<file path="config.mk">
export PLATFORM = sky130hd
export DESIGN_NAME = msq_window_acc
export DESIGN_NICKNAME = d
export VERILOG_FILES = /design/src/rtl/msq_pkg.sv /design/src/rtl/msq_squarer.sv /design/src/rtl/msq_win_ctr.sv /design/src/rtl/msq_sat_acc.sv /design/src/rtl/msq_ref_cmp.sv /design/src/rtl/msq_window_acc.sv
export SDC_FILE = /design/constraint.sdc
export NUM_CORES = 1
export LEC_CHECK = 0
export BUFFER_PORTS_ARGS = -buffer_cell sky130_fd_sc_hd__clkbuf_2
export CAP_MARGIN = 0
export CORE_MARGIN = 3
export CORE_UTILIZATION = 45
export CTS_BUF_LIST = sky130_fd_sc_hd__clkbuf_4 sky130_fd_sc_hd__clkbuf_8 sky130_fd_sc_hd__clkbuf_16
export DETAILED_ROUTE_END_ITERATION = 8
export PLACE_DENSITY = 0.66
export SLEW_MARGIN = 20
export SYNTH_ARGS = -nofsm -noshare
export SYNTH_HDL_FRONTEND = slang
export SYNTH_SLANG_ARGS = --single-unit
</file>
<file path="constraint.sdc">
create_clock -name clk -period 4.76 [get_ports clk]
set_input_delay 1.19 -clock clk [delete_from_list [all_inputs] [get_ports clk]]
set_output_delay 1.19 -clock clk [all_outputs]
set_load 0.01 [all_outputs]
</file>
<file path="src/rtl/msq_pkg.sv">
package msq_pkg;

  // Where an accepted sample sits inside its window.
  typedef enum logic [1:0] {
    PH_FIRST = 2'd0,
    PH_MID   = 2'd1,
    PH_LAST  = 2'd2
  } win_phase_e;

endpackage

</file>
<file path="src/rtl/msq_squarer.sv">
module msq_squarer #(
  parameter int SAMPLE_W = 16,
  localparam int SQ_W = 2 * SAMPLE_W
) (
  input  logic signed [SAMPLE_W-1:0] sample,
  output logic        [SQ_W-1:0]     square
);

  logic signed [SQ_W-1:0] prod;

  // Signed product; the square of the most negative code still fits as a positive value.
  always_comb begin
    prod   = SQ_W'(sample) * SQ_W'(sample);
    square = $unsigned(prod);
  end

endmodule

</file>
<file path="src/rtl/msq_win_ctr.sv">
module msq_win_ctr #(
  parameter int WIN_LOG2 = 8
) (
  input  logic                   clk,
  input  logic                   rst_n,
  input  logic                   accept,
  output msq_pkg::win_phase_e    phase
);

  import msq_pkg::*;

  localparam logic [WIN_LOG2-1:0] LAST_IDX = '1;

  logic [WIN_LOG2-1:0] cnt_q, cnt_d;

  // Next-state: advance on each accepted sample; the power-of-two length wraps naturally.
  always_comb begin
    cnt_d = cnt_q;
    if (accept) cnt_d = cnt_q + 1'b1;
  end

  always_ff @(posedge clk or negedge rst_n) begin
    if (!rst_n) cnt_q <= '0;
    else        cnt_q <= cnt_d;
  end

  always_comb begin
    if (cnt_q == '0)           phase = PH_FIRST;
    else if (cnt_q == LAST_IDX) phase = PH_LAST;
    else                       phase = PH_MID;
  end

  // idle cycles leave the window position untouched
  a_r2_count_holds: assert property (@(posedge clk) disable iff (!rst_n)
    !accept |=> $stable(cnt_q));

  // after the last sample the next one opens a fresh window
  a_r4_window_wraps: assert property (@(posedge clk) disable iff (!rst_n)
    (accept && phase == PH_LAST) |=> (phase == PH_FIRST));

endmodule

</file>
<file path="src/rtl/msq_sat_acc.sv">
module msq_sat_acc #(
  parameter int SQ_W  = 32,
  parameter int ACC_W = 32
) (
  input  logic                 clk,
  input  logic                 rst_n,
  input  logic                 accept,
  input  msq_pkg::win_phase_e  phase,
  input  logic [SQ_W-1:0]      square,
  output logic [ACC_W-1:0]     total,
  output logic                 ovf
);

  import msq_pkg::*;

  logic [ACC_W-1:0] acc_q, acc_d, sq_ext;
  logic [ACC_W:0]   raw_sum;
  logic             carry;
  logic             ovf_q, ovf_d;

  // Width adaptation of the square to the accumulator.
  generate
    if (ACC_W == SQ_W) begin : g_same_w
      assign sq_ext = square;
    end else begin : g_zero_ext
      assign sq_ext = {{(ACC_W - SQ_W){1'b0}}, square};
    end
  endgenerate

  // Next-state: a first sample loads, later samples add with a clamp at all ones.
  always_comb begin
    raw_sum = {1'b0, acc_q} + {1'b0, sq_ext};
    carry   = raw_sum[ACC_W];
    if (phase == PH_FIRST) total = sq_ext;
    else if (carry)        total = '1;
    else                   total = raw_sum[ACC_W-1:0];
    acc_d = accept ? total : acc_q;
    ovf_d = ovf_q | (accept && (phase != PH_FIRST) && carry);
  end

  always_ff @(posedge clk or negedge rst_n) begin
    if (!rst_n) begin
      acc_q <= '0;
      ovf_q <= 1'b0;
    end else begin
      acc_q <= acc_d;
      ovf_q <= ovf_d;
    end
  end

  assign ovf = ovf_q;

  // inside a window the running sum never falls (no wrap)
  a_r5_no_wrap: assert property (@(posedge clk) disable iff (!rst_n)
    (accept && phase != PH_FIRST) |=> (acc_q >= $past(acc_q)));

  // the overflow flag rises only with the sum pinned at its ceiling
  a_r5_clamped_on_ovf: assert property (@(posedge clk) disable iff (!rst_n)
    $rose(ovf_q) |-> (acc_q == '1));

  // overflow is sticky
  a_r6_ovf_sticky: assert property (@(posedge clk) disable iff (!rst_n)
    ovf_q |=> ovf_q);

endmodule

</file>
<file path="src/rtl/msq_ref_cmp.sv">
module msq_ref_cmp #(
  parameter int ACC_W    = 32,
  parameter int WIN_LOG2 = 8
) (
  input  logic                 clk,
  input  logic                 rst_n,
  input  logic                 ref_we,
  input  logic [ACC_W-1:0]     ref_level,
  input  logic                 accept,
  input  msq_pkg::win_phase_e  phase,
  input  logic [ACC_W-1:0]     total,
  output logic                 res_valid,
  output logic [ACC_W-1:0]     res_level,
  output logic                 res_fault
);

  import msq_pkg::*;

  logic [ACC_W-1:0] pend_q, pend_d;
  logic [ACC_W-1:0] act_q, act_d;
  logic [ACC_W-1:0] val_q, val_d;
  logic [ACC_W-1:0] mean_sq;
  logic             vld_q, vld_d;
  logic             flt_q, flt_d;
  logic             win_open, win_close;

  // Next-state: pending level from the write port, active level at window start,
  // result, strobe and fault at window end.
  always_comb begin
    win_open  = accept && (phase == PH_FIRST);
    win_close = accept && (phase == PH_LAST);
    mean_sq   = total >> WIN_LOG2;
    pend_d    = ref_we    ? ref_level : pend_q;
    act_d     = win_open  ? pend_q    : act_q;
    vld_d     = win_close;
    val_d     = win_close ? mean_sq   : val_q;
    flt_d     = win_close ? (mean_sq > act_q) : flt_q;
  end

  always_ff @(posedge clk or negedge rst_n) begin
    if (!rst_n) begin
      pend_q <= '0;
      act_q  <= '0;
      val_q  <= '0;
      vld_q  <= 1'b0;
      flt_q  <= 1'b0;
    end else begin
      pend_q <= pend_d;
      act_q  <= act_d;
      val_q  <= val_d;
      vld_q  <= vld_d;
      flt_q  <= flt_d;
    end
  end

  assign res_valid = vld_q;
  assign res_level = val_q;
  assign res_fault = flt_q;

  // the strobe lasts a single cycle
  a_r3_single_pulse: assert property (@(posedge clk) disable iff (!rst_n)
    vld_q |=> !vld_q);

  // the result is held between strobes
  a_r3_value_held: assert property (@(posedge clk) disable iff (!rst_n)
    !vld_q |-> $stable(val_q));

  // the fault indication only moves together with a new result
  a_r7_fault_with_result: assert property (@(posedge clk) disable iff (!rst_n)
    (flt_q != $past(flt_q)) |-> vld_q);

  // the level in force changes only when a window opens
  a_r8_ref_at_boundary: assert property (@(posedge clk) disable iff (!rst_n)
    !win_open |=> $stable(act_q));

endmodule

</file>
<file path="src/rtl/msq_window_acc.sv">
module msq_window_acc #(
  parameter int SAMPLE_W = 16,
  parameter int WIN_LOG2 = 8,
  parameter int ACC_W    = 32
) (
  input  logic                clk,
  input  logic                rst_n,
  input  logic                smp_valid,
  output logic                smp_ready,
  input  logic [SAMPLE_W-1:0] smp_data,
  input  logic                ref_we,
  input  logic [ACC_W-1:0]    ref_level,
  output logic                res_valid,
  output logic [ACC_W-1:0]    res_level,
  output logic                res_fault,
  output logic                ovf_flag
);

  import msq_pkg::*;

  localparam int SQ_W = 2 * SAMPLE_W;

  logic [1:0]        rst_sync_q;
  logic              rst_n_i;
  logic              rdy_q, rdy_d;
  logic              accept;
  win_phase_e        phase;
  logic [SQ_W-1:0]   square;
  logic [ACC_W-1:0]  total;

  // Reset asserts at once and is released on a clock edge.
  always_ff @(posedge clk or negedge rst_n) begin
    if (!rst_n) rst_sync_q <= '0;
    else        rst_sync_q <= {rst_sync_q[0], 1'b1};
  end
  assign rst_n_i = rst_sync_q[1];

  always_comb rdy_d = 1'b1;

  always_ff @(posedge clk or negedge rst_n_i) begin
    if (!rst_n_i) rdy_q <= 1'b0;
    else          rdy_q <= rdy_d;
  end

  assign smp_ready = rdy_q;
  assign accept    = smp_valid && rdy_q;

  msq_squarer #(.SAMPLE_W(SAMPLE_W)) u_sq (
    .sample (smp_data),
    .square (square)
  );

  msq_win_ctr #(.WIN_LOG2(WIN_LOG2)) u_ctr (
    .clk    (clk),
    .rst_n  (rst_n_i),
    .accept (accept),
    .phase  (phase)
  );

  msq_sat_acc #(.SQ_W(SQ_W), .ACC_W(ACC_W)) u_acc (
    .clk    (clk),
    .rst_n  (rst_n_i),
    .accept (accept),
    .phase  (phase),
    .square (square),
    .total  (total),
    .ovf    (ovf_flag)
  );

  msq_ref_cmp #(.ACC_W(ACC_W), .WIN_LOG2(WIN_LOG2)) u_cmp (
    .clk       (clk),
    .rst_n     (rst_n_i),
    .ref_we    (ref_we),
    .ref_level (ref_level),
    .accept    (accept),
    .phase     (phase),
    .total     (total),
    .res_valid (res_valid),
    .res_level (res_level),
    .res_fault (res_fault)
  );

  // nothing is taken while not ready
  a_r2_no_take_unready: assert property (@(posedge clk) disable iff (!rst_n_i)
    !smp_ready |-> !accept);

endmodule

</file>
# Word-level counts from Yosys, hierarchy flattened
# Cells that the tools add are included.
# totals
in_bits	52
romBits	0
memories	0
regBits	134
ramBits	0
latch_bits	0
# classes
multipliers	1
addsub	2
n_bitwise	1
reduce_logical	8
n_eq_ne	2
order_cmp	1
div_mod_pow	0
n_mux	4
shift	0
# ops
operator	n
32-bit 2-to-1 mux	2
32-bit by 32-bit adder with 33-bit output	1
24-bit by 32-bit > comparator with 1-bit output	1
16-bit by 16-bit multiplier with 32-bit output	1
8-bit by 1-bit adder with 8-bit output (second input constant)	1
8-bit equality test (second input constant)	1
8-bit zero test	1
1-bit logical AND	5
2-bit 2-to-1 mux	2
2-bit equality test (second input constant)	1
2-bit zero test	1
2-bit nonzero test	1
1-bit OR	1

# Longest topological paths before layout
# depth
word_depth	7
depth_mapped	46

# Modules after synthesis
# A second synthesis with hierarchy kept.
# unflattened
cells_unflattened	1893
hier_area_um2	17812.1
# by_module_without_submodules
mod	seq_area_each_um2	instances	cells_per_inst	area_each_um2
msq_squarer	0.0	1	1008	9102.5
msq_sat_acc	825.8	1	480	4194.0
msq_ref_cmp	2252.2	1	365	4047.6
msq_win_ctr	200.2	1	35	382.9
msq_window_acc	75.1	1	5	85.1

# Least setup slack after synthesis
# OpenSTA, ideal clock, no wires.
# synth_path
kind	input to register
startpoint	in smp_data[1]
endpoint	reg u_cmp.flt_q, in the netlist u_cmp.res_fault
slack_ps	-5688
stages	43
required_ps	4633
arrival_ps	10321
path_buffers	4
cell_sequence	clkbuf_1 > clkbuf_1 > nand2_1 > inv_1 > fa_1 > inv_1 > fa_1 > inv_1 > fa_1 > fa_1 > fa_1 > inv_1 > fa_1 > inv_1 > ha_1 > a21o_1 > a21o_1 > a221o_1 > [7 not listed] > a21o_1 > a211oi_1 > a22o_1 > a31oi_1 > clkbuf_1 > nor3_1 > nor2_1 > ha_1 > nor2b_1 > o21a_1 > o21ai_0 > nand2b_1 > a21oi_1 > nor2_1 > a211oi_1 > o21ai_0 > a21oi_1 > o21ai_0
# synth_via
elab_chain_cells	5
# synth_lines
item	line	text
from (decl)	msq_window_acc.sv:10	input logic [SAMPLE_W-1:0] smp_data,
16-bit by 16-bit multiplier with 32-bit output *	msq_squarer.sv:13	prod = SQ_W'(sample) * SQ_W'(sample);
32-bit by 32-bit adder with 33-bit output	msq_sat_acc.sv:32	raw_sum = {1'b0, acc_q} + {1'b0, sq_ext};
32-bit 2-to-1 mux	msq_sat_acc.sv:35	else if (carry) total = '1;
32-bit 2-to-1 mux *	msq_sat_acc.sv:34	if (phase == PH_FIRST) total = sq_ext;
net total[9]	msq_window_acc.sv:29	logic [ACC_W-1:0] total;
24-bit by 32-bit > comparator with 1-bit output *	msq_ref_cmp.sv:37	flt_d = win_close ? (mean_sq > act_q) : flt_q;
to (signal assigned)	msq_ref_cmp.sv:52	flt_q <= flt_d;
to (decl)	msq_ref_cmp.sv:24	logic flt_q, flt_d;
# The timed path passes the listed nets; every way through them passes the cells marked *.
# A chain may end at the register's enable or synchronous reset.

# Worst setup path in the final report
# layout_path
startpoint	in smp_data[12]
endpoint	reg u_cmp.flt_q, in the netlist u_cmp.res_fault
# layout_via
elab_chain_cells	5
# layout_lines
item	line
16-bit by 16-bit multiplier with 32-bit output	msq_squarer.sv:13
32-bit by 32-bit adder with 33-bit output	msq_sat_acc.sv:32
32-bit 2-to-1 mux	msq_sat_acc.sv:35
32-bit 2-to-1 mux	msq_sat_acc.sv:34
net total[9]	msq_window_acc.sv:29
24-bit by 32-bit > comparator with 1-bit output	msq_ref_cmp.sv:37
# The timed path passes the listed nets, and every way through them passes these cells.

==> summary.md <==
| Metric | Value |
|---|---|
| Peak per-stage delay on the critical path | around 0.63 ns |
| Count of different cell masters after synthesis | 80 |
| Die Ht | 199 um |
| WP data required | approximately 5 ns |
| CP max FO | 6 |
| Antenna-violating nets left | 0 |
| Crit path kind | in2reg |
| Reg-to-reg slack, setup | 0.66 ns |
| Largest family of logic cells by synthesized area | adder cells |
| Number of global-route vias before repair | roughly 15000 |
| Final WS setup | -4.49 ns |
| Clk sinks | ~130 |
| Core region area | 36100 sq um |
| Synth area leaders | fa_1 29%, dfrtp_1 20%, ha_1 11%, inv_1 8.4%, nand2_1 5.3% |
| R2R cell count | 17 |
| Initial Utilization | between 40 and 50% |
| RePlAce Congestion | between 0.9 and 1 |
| Startpoint Class | primary input |
| HP Class | reg2async |
| RR Endpoint | u_cmp.res_fault |
| Async SR Flop Fraction | 100% |
| Post-synthesis mux area share | 3.28% |
| Chip width | between 150 and 200 um |
| Die area | roughly 40000 sq um |
| Worst Skew | ~0.0083 ns |
| Congestion Overflow GR | 0 |
| Iteration-0 DRC count of the detailed router | 588 |
| CP Capture Type | flop |
| Crit-path slowest cell | fa_2 |
| Synthesized flop and latch total | roughly 130 |
| Final setup fails | 58 |
| Worst EP arrival | 9.55 ns |
| CTS Buf Count | 17 |
| Top-Level Pins | a little under 90 |
| H-tree lvl count | 4 |
| Reg clk slew, reported paths | 0.06 ns |
| Mapped Area | between 15000 and 20000 sq um |
| GRT Overall Usage | 23.2% |
| Synth Warn # | 0 |
| Avg Vias per Cell | 5.04 |
| Initial antenna violation count | 0 |
| Vias | between 10000 and 15000 |
| Synth Area in Compound Gates | between 10% and 20% |
| Largest net degree at the start of global routing | 83 |
| Fin crit period | approximately 9.3 ns |
| Clk root buf | clkbuf_16 |
| Worst Max-Slew Pin Slew | around 0.80 ns |
| DP Wirelength | around 34 mm |
| Ys flop type | dfrtp_1 |
| Simple-gate share of the synthesized area | 12.0% |
| Sequential element share of the synthesized area | between 20% and 30% |
| Final number of max-transition violations | 0 |
| Leading area contributor after synthesis | fa_1 |
| First-pass DRT Iterations | 4 |
| CTS tree | built |
| IO buf count | between 70 and 80 |
| Met2 usage | between 30 and 40% |
| Worst skew pair latency | about 0.42 ns |
| DR DRC count | 0 |
| Max Freq | between 100 and 150 MHz |
| Wire per inst | approximately 16 um |
| Final Cycle Share | 194% |
| R2R Path Start | u_acc.acc_q[6] |
| Area Growth Syn to Fin | 37.4% |
| XOR/XNOR Fraction of Synth Area | a little over 4% |
| Worst path most repeated cell | fa_1 |
| Post-CTS Hold Fix Bufs | 0 |
| Mapped Cells | ~1800 |
| Fraction of layout cells with a size suffix above 1 | a little under two fifths |
| Hold Fails Final Rpt | 0 |
| Yosys top cell area share | between 20 and 30% |
| CTS Buffer Depth | 2 |
| Post-Syn Area per Cell | around 9.2 sq um |
| Diodes inserted | 0 |
| Post-synth EDFFs | 0 |
| Failing checks | negative setup slack |
| Wirelength, routed | between 40 and 50 mm |
| Wire length of the first global-routing pass | about 74 mm |
| Adder-cell share of the synthesized area | slightly below 40% |
| Outcome | finished with violations |
| Grt met1 use | 32.1% |
| Relative slew slack | 46.7% |
| Max-cap violations | 0 |
| Met3 Resource Use GR | 2.96% |
| # rows | between 60 and 70 |
| Pre-CTS setup slack | -5.38 ns |
| Unrepaired setup endpoints after global routing | true |
| Fin nets | approximately 2700 |
| Grt peak-use layer | met2 |
-- registers in the layout, summed over array words and instances, names as in the netlist --
register         count
smp_ready            1
rst_sync_q           2
u_acc.ovf            1
u_cmp.res_valid      1
u_cmp.res_level     24
u_acc.acc_q         32
u_cmp.res_fault      1
u_cmp.pend_q        32
u_ctr.cnt_q          8
u_cmp.act_q         32
-- final cells by class --
type                            count  area, sq um
Timing Repair Buffer              508         4100
Multi-Input combinational cell   1238        12900
Fill cell                        2829        13200
Clock inverter                     10          121
Clock buffer                       21          474
Inverter                          373         1420
Tap cell                          461          577
Sequential cell                   134         3360
-- per-layer routing --
metal	up-vias	part of all wire, %
met3	80	4.0
met1	6833	45
met2	322	48
met4	0	2.8
li1	6594	-
met5	-	0
-- critical path: cells and delay by family --
family	cells	cell delay (ns)
fa+ha+maj	9	3.82
compound gates	16	2.70
simple gates	7	0.73
xor+xnor	1	0.27
buf+inv	7	0.83
-- worst max path at each step --
stage	endpoint	slack, ns	startpoint	depth (start not counted)
after floorplan	u_cmp.res_fault	-4.77	smp_data[1]	43
after global placement	u_cmp.res_fault	-5.33	smp_data[15]	40
after detailed placement	u_cmp.res_fault	-5.38	smp_data[5]	43
after CTS	u_cmp.res_fault	-4.45	smp_data[4]	42
after global routing	u_cmp.res_fault	-4.76	smp_data[15]	40
final	u_cmp.res_fault	-4.49	smp_data[12]	40
-- Yosys cell counts, drive strengths merged, types with 7 or more instances --
library cell and number:
a21o 36, a21oi 81, a31oi 15, and2 47, buf 22, clkbuf 46, dfrtp 134, fa 238
ha 144, inv 372, mux2 48, nand2 238, nand2b 7, nand3 17, nand4 13, nor2 86
nor2b 7, nor3 12, o21a 12, o21ai 62, o22ai 7, o31ai 9, xnor2 52, xor2 26
-- what timing repair did --
item | CTS | global route
resized for setup | 204 | 162
setup endpoints to repair | 58 | 58
pin swaps | 93 | 122
buffers inserted | 70 | 21
cloned | 1 | 0
-- logic make-up (layout without fill, tap and decap cells) --
family	count (synthesis)	in the layout
and+or+nand+nor	451	451
other	2	10
adders and majority gates	382	382
AOI/OAI and AO/OA	269	269
buffers and inverters	441	912
muxes	48	48
xor gates and xnor gates	78	78
DFF	134	134
-- placed cells by master (no fill, tap or decap), types with 13 or more instances in the layout --
cell type	netlist	routed
o21ai_0	54	40
and2_4	0	15
fa_1	238	224
nand4_1	13	13
mux2_2	46	38
clkbuf_16	0	23
nand2_2	1	21
a21o_1	34	34
and2_1	46	31
nand3_1	17	16
a21oi_1	75	44
clkbuf_2	1	64
ha_1	144	119
a21oi_2	4	26
inv_2	0	43
inv_1	372	324
xor2_1	26	20
buf_4	10	371
o21ai_1	7	13
nor2_1	85	68
dfrtp_1	134	133
nand2_1	237	210
fa_2	0	14
xnor2_1	52	42
buf_6	5	51
ha_4	0	23
-- through the flow --
stage	setup TNS [ns]	util (%)	instances	instance area (sq um)	hold WS, ns
after global placement	-248.36	56.0	2639	20200	0.339
after global routing	-216.84	63.5	2745	22900	0.313
after floorplan	-207.90	-	1813	17000	0.331
after detailed placement	-248.41	56.0	2639	20200	0.339
final	-203.27	63.5	2745	22900	0.272
after CTS	-204.07	61.5	2727	22200	0.357
Power is not shown: default switching activity piles up to over one toggle a cycle in this logic, so the estimate is an artifact.
